==> src/rtl/regcmd_pkg.sv <==
package regcmd_pkg;
  localparam int DATA_W  = 32;
  localparam int BYTES   = DATA_W / 8;
  localparam int HID_LSB = 0;
  localparam int HID_W   = 16;
  localparam int HMSK_LSB = 16;
  localparam int HLEN_LSB = 20;
  localparam int HLEN_W  = 8;
  localparam int HGRP_BIT = 31;

  typedef struct packed {
    logic loadValue;
    logic loadHeader;
    logic loadExtra;
    logic commit;
  } ctrlStrobe_t;
endpackage

==> src/rtl/regcmd_ctrl.sv <==
module regcmd_ctrl
  import regcmd_pkg::*;
(
  input  logic        clk,
  input  logic        rstN,
  input  logic        inValid,
  input  logic        lastWord,
  output logic        inReady,
  output ctrlStrobe_t st
);
  typedef enum logic [1:0] {S_VALUE, S_HEADER, S_COMMIT, S_EXTRA} state_t;
  state_t state, stateNext;
  logic accept;

  assign inReady = (state != S_COMMIT);
  assign accept  = inValid && inReady;

  always_comb begin
    stateNext = state;
    st = '0;
    unique case (state)
      S_VALUE:  if (accept) begin st.loadValue = 1'b1; stateNext = S_HEADER; end
      S_HEADER: if (accept) begin st.loadHeader = 1'b1; stateNext = S_COMMIT; end
      S_EXTRA:  if (accept) begin st.loadExtra = 1'b1; stateNext = S_COMMIT; end
      S_COMMIT: begin
        st.commit = 1'b1;
        stateNext = lastWord ? S_VALUE : S_EXTRA;
      end
      default: stateNext = S_VALUE;
    endcase
  end

  always_ff @(posedge clk) begin
    if (!rstN) state <= S_VALUE;
    else       state <= stateNext;
  end
endmodule

==> src/rtl/regcmd_dp.sv <==
module regcmd_dp
  import regcmd_pkg::*;
#(
  parameter int NUM_REGS = 64,
  parameter int ID_W     = 10
) (
  input  logic              clk,
  input  logic              rstN,
  input  logic [DATA_W-1:0] inWord,
  input  ctrlStrobe_t       st,
  output logic              lastWord,
  output logic              wrStrobe,
  output logic [ID_W-1:0]   wrId,
  output logic [DATA_W-1:0] wrData
);
  localparam int ADDR_W = (NUM_REGS > 1) ? $clog2(NUM_REGS) : 1;

  logic [DATA_W-1:0] regFile [NUM_REGS];
  logic [DATA_W-1:0] dataReg;
  logic [HID_W-1:0]  idReg;
  logic [BYTES-1:0]  maskReg;
  logic [HLEN_W-1:0] remaining;
  logic              groupReg;
  logic [DATA_W-1:0] laneMask;
  logic [DATA_W-1:0] merged;
  logic              inRange;
  logic [ADDR_W-1:0] idx;
  logic              unusedHdr;

  assign unusedHdr = &{1'b0, inWord[30:28]};

  for (genvar b = 0; b < BYTES; b++) begin : g_lane
    assign laneMask[8*b +: 8] = {8{maskReg[b]}};
  end

  assign inRange  = (idReg < HID_W'(NUM_REGS));
  assign idx      = idReg[ADDR_W-1:0];
  assign merged   = (regFile[idx] & ~laneMask) | (dataReg & laneMask);
  assign lastWord = (remaining == '0);

  always_ff @(posedge clk) begin
    if (!rstN) begin
      for (int i = 0; i < NUM_REGS; i++) regFile[i] <= '0;
      dataReg   <= '0;
      idReg     <= '0;
      maskReg   <= '0;
      remaining <= '0;
      groupReg  <= 1'b0;
      wrStrobe  <= 1'b0;
      wrId      <= '0;
      wrData    <= '0;
    end else begin
      wrStrobe <= 1'b0;
      if (st.loadValue) dataReg <= inWord;
      if (st.loadHeader) begin
        idReg     <= inWord[HID_LSB +: HID_W];
        maskReg   <= inWord[HMSK_LSB +: BYTES];
        remaining <= inWord[HLEN_LSB +: HLEN_W];
        groupReg  <= inWord[HGRP_BIT];
      end
      if (st.loadExtra) begin
        dataReg   <= inWord;
        remaining <= remaining - 1'b1;
        if (groupReg) idReg <= idReg + 1'b1;
      end
      if (st.commit && inRange) begin
        regFile[idx] <= merged;
        wrStrobe     <= 1'b1;
        wrId         <= idReg[ID_W-1:0];
        wrData       <= merged;
      end
    end
  end
endmodule

==> src/rtl/regcmd_parser.sv <==
module regcmd_parser
  import regcmd_pkg::*;
#(
  parameter int NUM_REGS = 64,
  parameter int ID_W     = 10
) (
  input  logic              clk,
  input  logic              rstN,
  input  logic              inValid,
  input  logic [DATA_W-1:0] inWord,
  output logic              inReady,
  output logic              wrStrobe,
  output logic [ID_W-1:0]   wrId,
  output logic [DATA_W-1:0] wrData
);
  ctrlStrobe_t st;
  logic lastWord;

  regcmd_ctrl u_ctrl (
    .clk(clk), .rstN(rstN), .inValid(inValid),
    .lastWord(lastWord), .inReady(inReady), .st(st)
  );

  regcmd_dp #(.NUM_REGS(NUM_REGS), .ID_W(ID_W)) u_dp (
    .clk(clk), .rstN(rstN), .inWord(inWord), .st(st),
    .lastWord(lastWord), .wrStrobe(wrStrobe), .wrId(wrId), .wrData(wrData)
  );
endmodule

==> config.mk <==
export PLATFORM = sky130hd
export DESIGN_NAME = regcmd_parser
export DESIGN_NICKNAME = d
export VERILOG_FILES = /design/src/rtl/regcmd_pkg.sv /design/src/rtl/regcmd_ctrl.sv /design/src/rtl/regcmd_dp.sv /design/src/rtl/regcmd_parser.sv
export SDC_FILE = /design/constraint.sdc
export NUM_CORES = 2
export LEC_CHECK = 0
export CORE_ASPECT_RATIO = 0.8
export CORE_UTILIZATION = 25
export DETAILED_ROUTE_END_ITERATION = 10
export DONT_BUFFER_PORTS = 1
export GPL_ROUTABILITY_DRIVEN = 0
export PLACE_DENSITY = 0.42
export SETUP_SLACK_MARGIN = 0.3
export SYNTH_ARGS = -nofsm -noshare
export SYNTH_HDL_FRONTEND = slang
export SYNTH_SLANG_ARGS = --single-unit
==> constraint.sdc <==
create_clock -name clk -period 4.2 [get_ports clk]
set_input_delay 0.21 -clock clk [delete_from_list [all_inputs] [get_ports clk]]
set_output_delay 0.21 -clock clk [all_outputs]
set_load 0.005 [all_outputs]
Word level (Yosys, flattened, before mapping)
Memory sizes are Yosys's and may differ from the RTL's. A register that Yosys moved wholly into a read port is not among the register bits.
Index checks and enable logic that the tools add are counted.

word-level totals
  bits in registers = 106
  bits in latches = 0
  bits in writable memories = 2048
  ROM bits = 0
  output and inout bits = 44
  logic and storage cells = 56
  memories = 1

cells by class
  add/sub/neg operators = 2
  $mul = 0
  div/mod/pow operators = 0
  order comparisons = 1
  eq/ne operators = 6
  shifts and indexed selects = 0
  muxes and demuxes = 24
  bitwise operators = 4
  reduce and logical (&&, ||, !) cells = 9

memory list
  name          words  width  read ports  clocked after memory_dff  write ports  RTL line         text
  u_dp.regFile  64     32     1           1                         64           regcmd_dp.sv:18  logic [DATA_W-1:0] regFile [NUM_REGS];

operators with widths
  cell                                                          number
  2-to-1 mux 32 bit                                             3
  bitwise AND 32 bit                                            2
  2-to-1 mux 16 bit                                             3
  inverter 32 bit                                               1
  OR 32 bit                                                     1
  OR reduction 32 bit                                           1
  adder 16 x 1 -> 16 bit (second input constant)                1
  less-than comparator 16 x 7 -> 1 bit (second input constant)  1
  2-to-1 mux 8 bit                                              2
  2-to-1 mux 6 bit                                              2
  2-to-1 mux 1 bit                                              10
  logical NOT 8 bit                                             1
  subtractor 8 x 1 -> 8 bit (second input constant)             1
  2-to-1 mux 2 bit                                              3
  case mux 2 bit (3 select lines)                               1
  == test 2 bit (second input constant)                         2
  != test 2 x 1 -> 1 bit (second input constant)                2
  nonzero test 2 bit                                            2
  == test 2 x 1 -> 1 bit (second input constant)                1
  logical AND 1 bit                                             2
  logical NOT 2 bit                                             1
  != test 2 bit (second input constant)                         1
  AND reduction 2 bit                                           1
  OR reduction 2 bit                                            1

Logic depth before layout (Yosys ltp)
  word-level depth = 8
  depth in mapped cells = 13

Modules after synthesis
From an unflattened synthesis, not the netlist that was laid out.

unflattened totals
  cells, all modules = 6878
  area total of the unflattened synthesis = 93066.8 um^2

modules (own cells, without submodules)
  module       times used  cells each  area each (um^2)  seq. area each (um^2)
  regcmd_dp    1           6864        92947.9           63581.0
  regcmd_ctrl  1           14          118.9             40.0

Least setup slack after synthesis
No wires, ideal clock.

  path kind = register to register
  start = register u_dp.idReg[2]
  end = memory u_dp.regFile[61][0] (enable)
  setup time = 389 ps
  data arrival time = 3007 ps
  data required time = 3811 ps
  setup slack = 803 ps
  cell stages (with the launch flop) = 13
  buffers on the path = 8
  period minus slack after synthesis = 3397 ps
  cells stage by stage = dfxtp_1 -> buf_2 -> buf_6 -> buf_2 -> buf_4 -> buf_2 -> buf_4 -> buf_2 -> nand2_1 -> nor3_1 -> nand2_1 -> clkbuf_1 -> nand2_1

RTL lines
  what                    RTL line         text
  start, declared         regcmd_dp.sv:20  logic [HID_W-1:0] idReg;
  start signal, assigned  regcmd_dp.sv:56  idReg <= inWord[HID_LSB +: HID_W];
  start signal, assigned  regcmd_dp.sv:64  if (groupReg) idReg <= idReg + 1'b1;
  end, declared           regcmd_dp.sv:18

==> flow_metrics.env <==
export IMPL_cpMaxStageDelayCell="a222oi_1"
export IMPL_crit_chain="buf_12 > buf_12 > buf_4 > inv_6 > buf_12 > buf_12 > a221o_1 > a222oi_1 > o211ai_1 > buf_4 > o22ai_4 > buf_12 > nor2_1"
export IMPL_cts_sinks=2154
export IMPL_ys_top_cells_by_count="edfxtp_1 (2048), nor2_1 (2043), nand2_1 (363)"
export IMPL_placed_cell_area_mm2=0.104
export IMPL_multi_input_comb_area_mm2=0.0276
export IMPL_synth_edff_count=2048
export IMPL_utilization_pct=30.0
export IMPL_postRouteWirelength_um=410000
export IMPL_drt_pre_antenna_iters=6
export IMPL_min_period_ps=3970
export IMPL_start_util_pct=25.1
export IMPL_regArea_mm2=0.0636
export IMPL_finalHoldViolCount=0
export IMPL_synth_top_family_by_area="simple AND/OR/NAND/NOR gates"
export IMPL_cp_common_cell="buf_12"
export IMPL_area_growth_pct=19.3
export IMPL_power_internal_uw=37200
export IMPL_yosys_area_top_type="edfxtp_1"
export IMPL_htreeDepth=4
export IMPL_swShare_pct=27.1
export IMPL_synthMuxAreaShare_pct=9.23
export IMPL_final_fill_count=37766
export IMPL_rsz0062_at_grt="no"
export IMPL_yosysMostFrequentCell="edfxtp_1"
export IMPL_rows=201
export IMPL_via_per_inst=5.23
export IMPL_clock_path_buffers=4
export IMPL_irDropWorstVdd_mv=0.339
export IMPL_critPathCaptureType="register"
export IMPL_ys_types=83
export IMPL_crit_family="buffers and inverters"
export IMPL_die_width_um=689
export IMPL_clkTransAtPathRegs_ps=70
export IMPL_leakagePower_uw=0.0378
export IMPL_synth_top_area_share_pct=65.2
export IMPL_nets=7397
export IMPL_clkLatencyLatePin_ps=950
export IMPL_ys_ff_latch=2154
export IMPL_drc_errors=0
export IMPL_clkPwrFrac_pct=39.3
export IMPL_grt_start_max_net_pins=81
export IMPL_worst_path_max_fanout=40
export IMPL_die_area_mm2=0.380
export IMPL_drt_iter0_drc=9527
export IMPL_synth_async_sr_flop_share_pct=0
export IMPL_slew_headroom_pct=0.317
export IMPL_wl_per_cell_um=32.8
export IMPL_avgSynthCellArea_um2=13.3
export IMPL_drtAntennaViolNets=0
export IMPL_worstPathArrival_ps=4630
export IMPL_cts_root_buf="clkbuf_16"
export IMPL_synth_xor_area_share_pct=0.00928
export IMPL_yosys_warnings=0
export IMPL_synth_compound_area_share_pct=7.07
export IMPL_vias=65394
export IMPL_timing_fmax_mhz=252
export IMPL_netlist_instances=7117
export IMPL_ys_seq_area_share_pct=67.4
export IMPL_cap_violations=1
export IMPL_overflow=0
export IMPL_ys_top_cells_by_area="edfxtp_1 (65%), nor2_1 (8.1%), mux4_2 (6.1%)"
export IMPL_fin_crit_sh_pct=94.6
export IMPL_grt_pass1_vias=61915
export IMPL_worstPathRequired_ps=4850
export IMPL_syn_area_mm2=0.0943
export IMPL_failed_checks="capacitance limit"
export IMPL_synthAdderAreaFrac_pct=0.0398
export IMPL_status="finished with violations"
export IMPL_drv_slew=0
export IMPL_setup_viol_count_final=0
export IMPL_finalClockSkew_ps=64.4
export IMPL_core_mm2=0.375
export IMPL_criticalPathCategory="register to register"
export IMPL_grt_antenna_before_repair=42
export IMPL_holdWs_ps=45.3
export IMPL_synth_fp_nets=7155
export IMPL_fin_area_mm2=0.113
export IMPL_cts_made_buffers=223
export IMPL_cp_num_buf_inv=8
export IMPL_power_density_mw_per_mm2=453
export IMPL_critPathMaxStageDelay_ps=590
export IMPL_die_h_um=551
export IMPL_io_buffers=0
export IMPL_p_comb_share_pct=12.8
export IMPL_cts_tree="yes"
export IMPL_hpwlAfterDp_um=263000
export IMPL_ys_flop_type="edfxtp_1"
export IMPL_final_layout_size_suffix_gt1_share_pct=19.9
export IMPL_min_path_type="input pin to register"
export IMPL_grt_usage_pct=20.9
export IMPL_worst_setup_path_start_kind="register"
export IMPL_io_pins=79
export IMPL_tightest_slew_ps=1500
export IMPL_p_sw_uw=13800
export IMPL_seqPwrFrac_pct=47.9
export IMPL_synthSimpleGateAreaFrac_pct=12.2
export IMPL_grt_pass1_wl_um=549000
## layout by cell type, fill, tap and decap left out, types with 62 or more instances in the layout
| master | netlist | layout |
|---|---|---|
| buf_12 | 0 | 164 |
| nor2_1 | 2043 | 2039 |
| buf_4 | 68 | 504 |
| nand2_2 | 0 | 62 |
| mux2i_1 | 220 | 217 |
| dfxtp_1 | 106 | 100 |
| clkbuf_16 | 0 | 224 |
| o22ai_1 | 74 | 73 |
| nand2_1 | 363 | 301 |
| a221oi_1 | 166 | 166 |
| edfxtp_1 | 2048 | 2048 |
| a22oi_1 | 89 | 89 |
| a21oi_1 | 176 | 174 |
| mux2_2 | 68 | 68 |
| nor3_1 | 88 | 87 |
| mux4_2 | 255 | 255 |
## path summary, 6_finish.rpt
| kind | start | to | slack (ps) | cells past startpoint |
|---|---|---|---|---|
| worst max-delay path | u_dp.idReg[1] | u_dp.regFile[3][9] | 230 | 13 |
| worst min-delay path | inWord[19] | u_dp.dataReg[19] | 50 | 3 |
| worst max register to register | u_dp.idReg[1] | u_dp.regFile[3][9] | 230 | 13 |
| worst min register to register | u_dp.dataReg[21] | u_dp.dataReg[21] | 460 | 2 |
## power groups by stage
stage / Combinational [uW] / Clock, uW / Sequential (uW)
floorplan: 2870 / 0 / 24800
global placement: 6130 / 0 / 24900
detailed placement: 6160 / 0 / 24900
CTS: 6440 / 20300 / 24400
global route: 6660 / 21000 / 24500
finish: 6530 / 20000 / 24400
## repair_timing
| item | in CTS | in global routing |
|---|---|---|
| endpoints found under the hold margin | 1460 | 0 |
| buffers inserted | 11 | 12 |
| pin swaps | 4 | 2 |
| endpoints found under the setup margin | 669 | 401 |
| resized for setup | 17 | 11 |
| gates cloned | 4 | 1 |
| hold buffers | 63 | 0 |
## per-layer routing
| metal | wire (um) | up-vias | share of wire (%) | GRT usage [%] |
|---|---|---|---|---|
| met3 | 45300 | 504 | 11 | 5.77 |
| met2 | 170000 | 3354 | 42 | 30.1 |
| met5 | 67 | - | 0.016 | 0 |
| met1 | 181000 | 34806 | 44 | 30.6 |
| met4 | 13100 | 10 | 3.2 | 5.94 |
| li1 | - | 26720 | - | - |
## state kept, by name, indices dropped and copies added, names as in the netlist
| name | flops |
|---|---|
| u_dp.dataReg | 32 |
| u_dp.wrId | 10 |
| u_dp.remaining | 8 |
| u_dp.maskReg | 4 |
| u_dp.wrData | 32 |
| u_dp.groupReg | 1 |
| u_dp.regFile | 2048 |
| u_ctrl.state | 2 |
| u_dp.wrStrobe | 1 |
| u_dp.idReg | 16 |
## worst register-to-register path, cell delays in order, from the launching register on
cell and delay (ps):
dfxtp_4 380, buf_12 160, buf_12 270, buf_4 250, inv_6 120, buf_12 200
buf_12 220, a221o_1 340, a222oi_1 590, o211ai_1 180, buf_4 200, o22ai_4 270
buf_12 270, nor2_1 240
## per-stage QoR
step | total power (uW) | worst slack [ps] | instances | setup TNS [ps]
2_1_floorplan | 27600 | 803 | 7117 | 0
3_3_place_gp | 31000 | -236 | 12016 | -1480
3_5_place_dp | 31100 | -142 | 12016 | -2630
4_1_cts | 51200 | 224 | 12490 | 0
5_1_grt | 52200 | 289 | 12505 | 0
6_report | 51000 | 226 | 12507 | 0
## final cells by class
type | count | area share, %
clock buffers | 299 | 5.38
well taps | 4973 | 5.53
flip-flops and latches | 2154 | 56.5
clock inverters | 97 | 0.853
repair buffers | 745 | 7.12
multi-input cells | 4222 | 24.5
diodes | 4 | 0.00889
inverters | 13 | 0.0534
## logic make-up (layout without fill, tap and decap cells)
logic type | after synthesis | count (layout)
AO/OA/AOI/OAI | 868 | 868
multiplexers | 543 | 543
flip-flops | 2154 | 2154
adder cells (fa/ha/maj) | 3 | 3
buffers and inverters | 741 | 1154
XOR/XNOR | 1 | 1
AND/OR/NAND/NOR | 2807 | 2807
other | 0 | 4
Note: power is estimated with default switching activity, not from simulation.
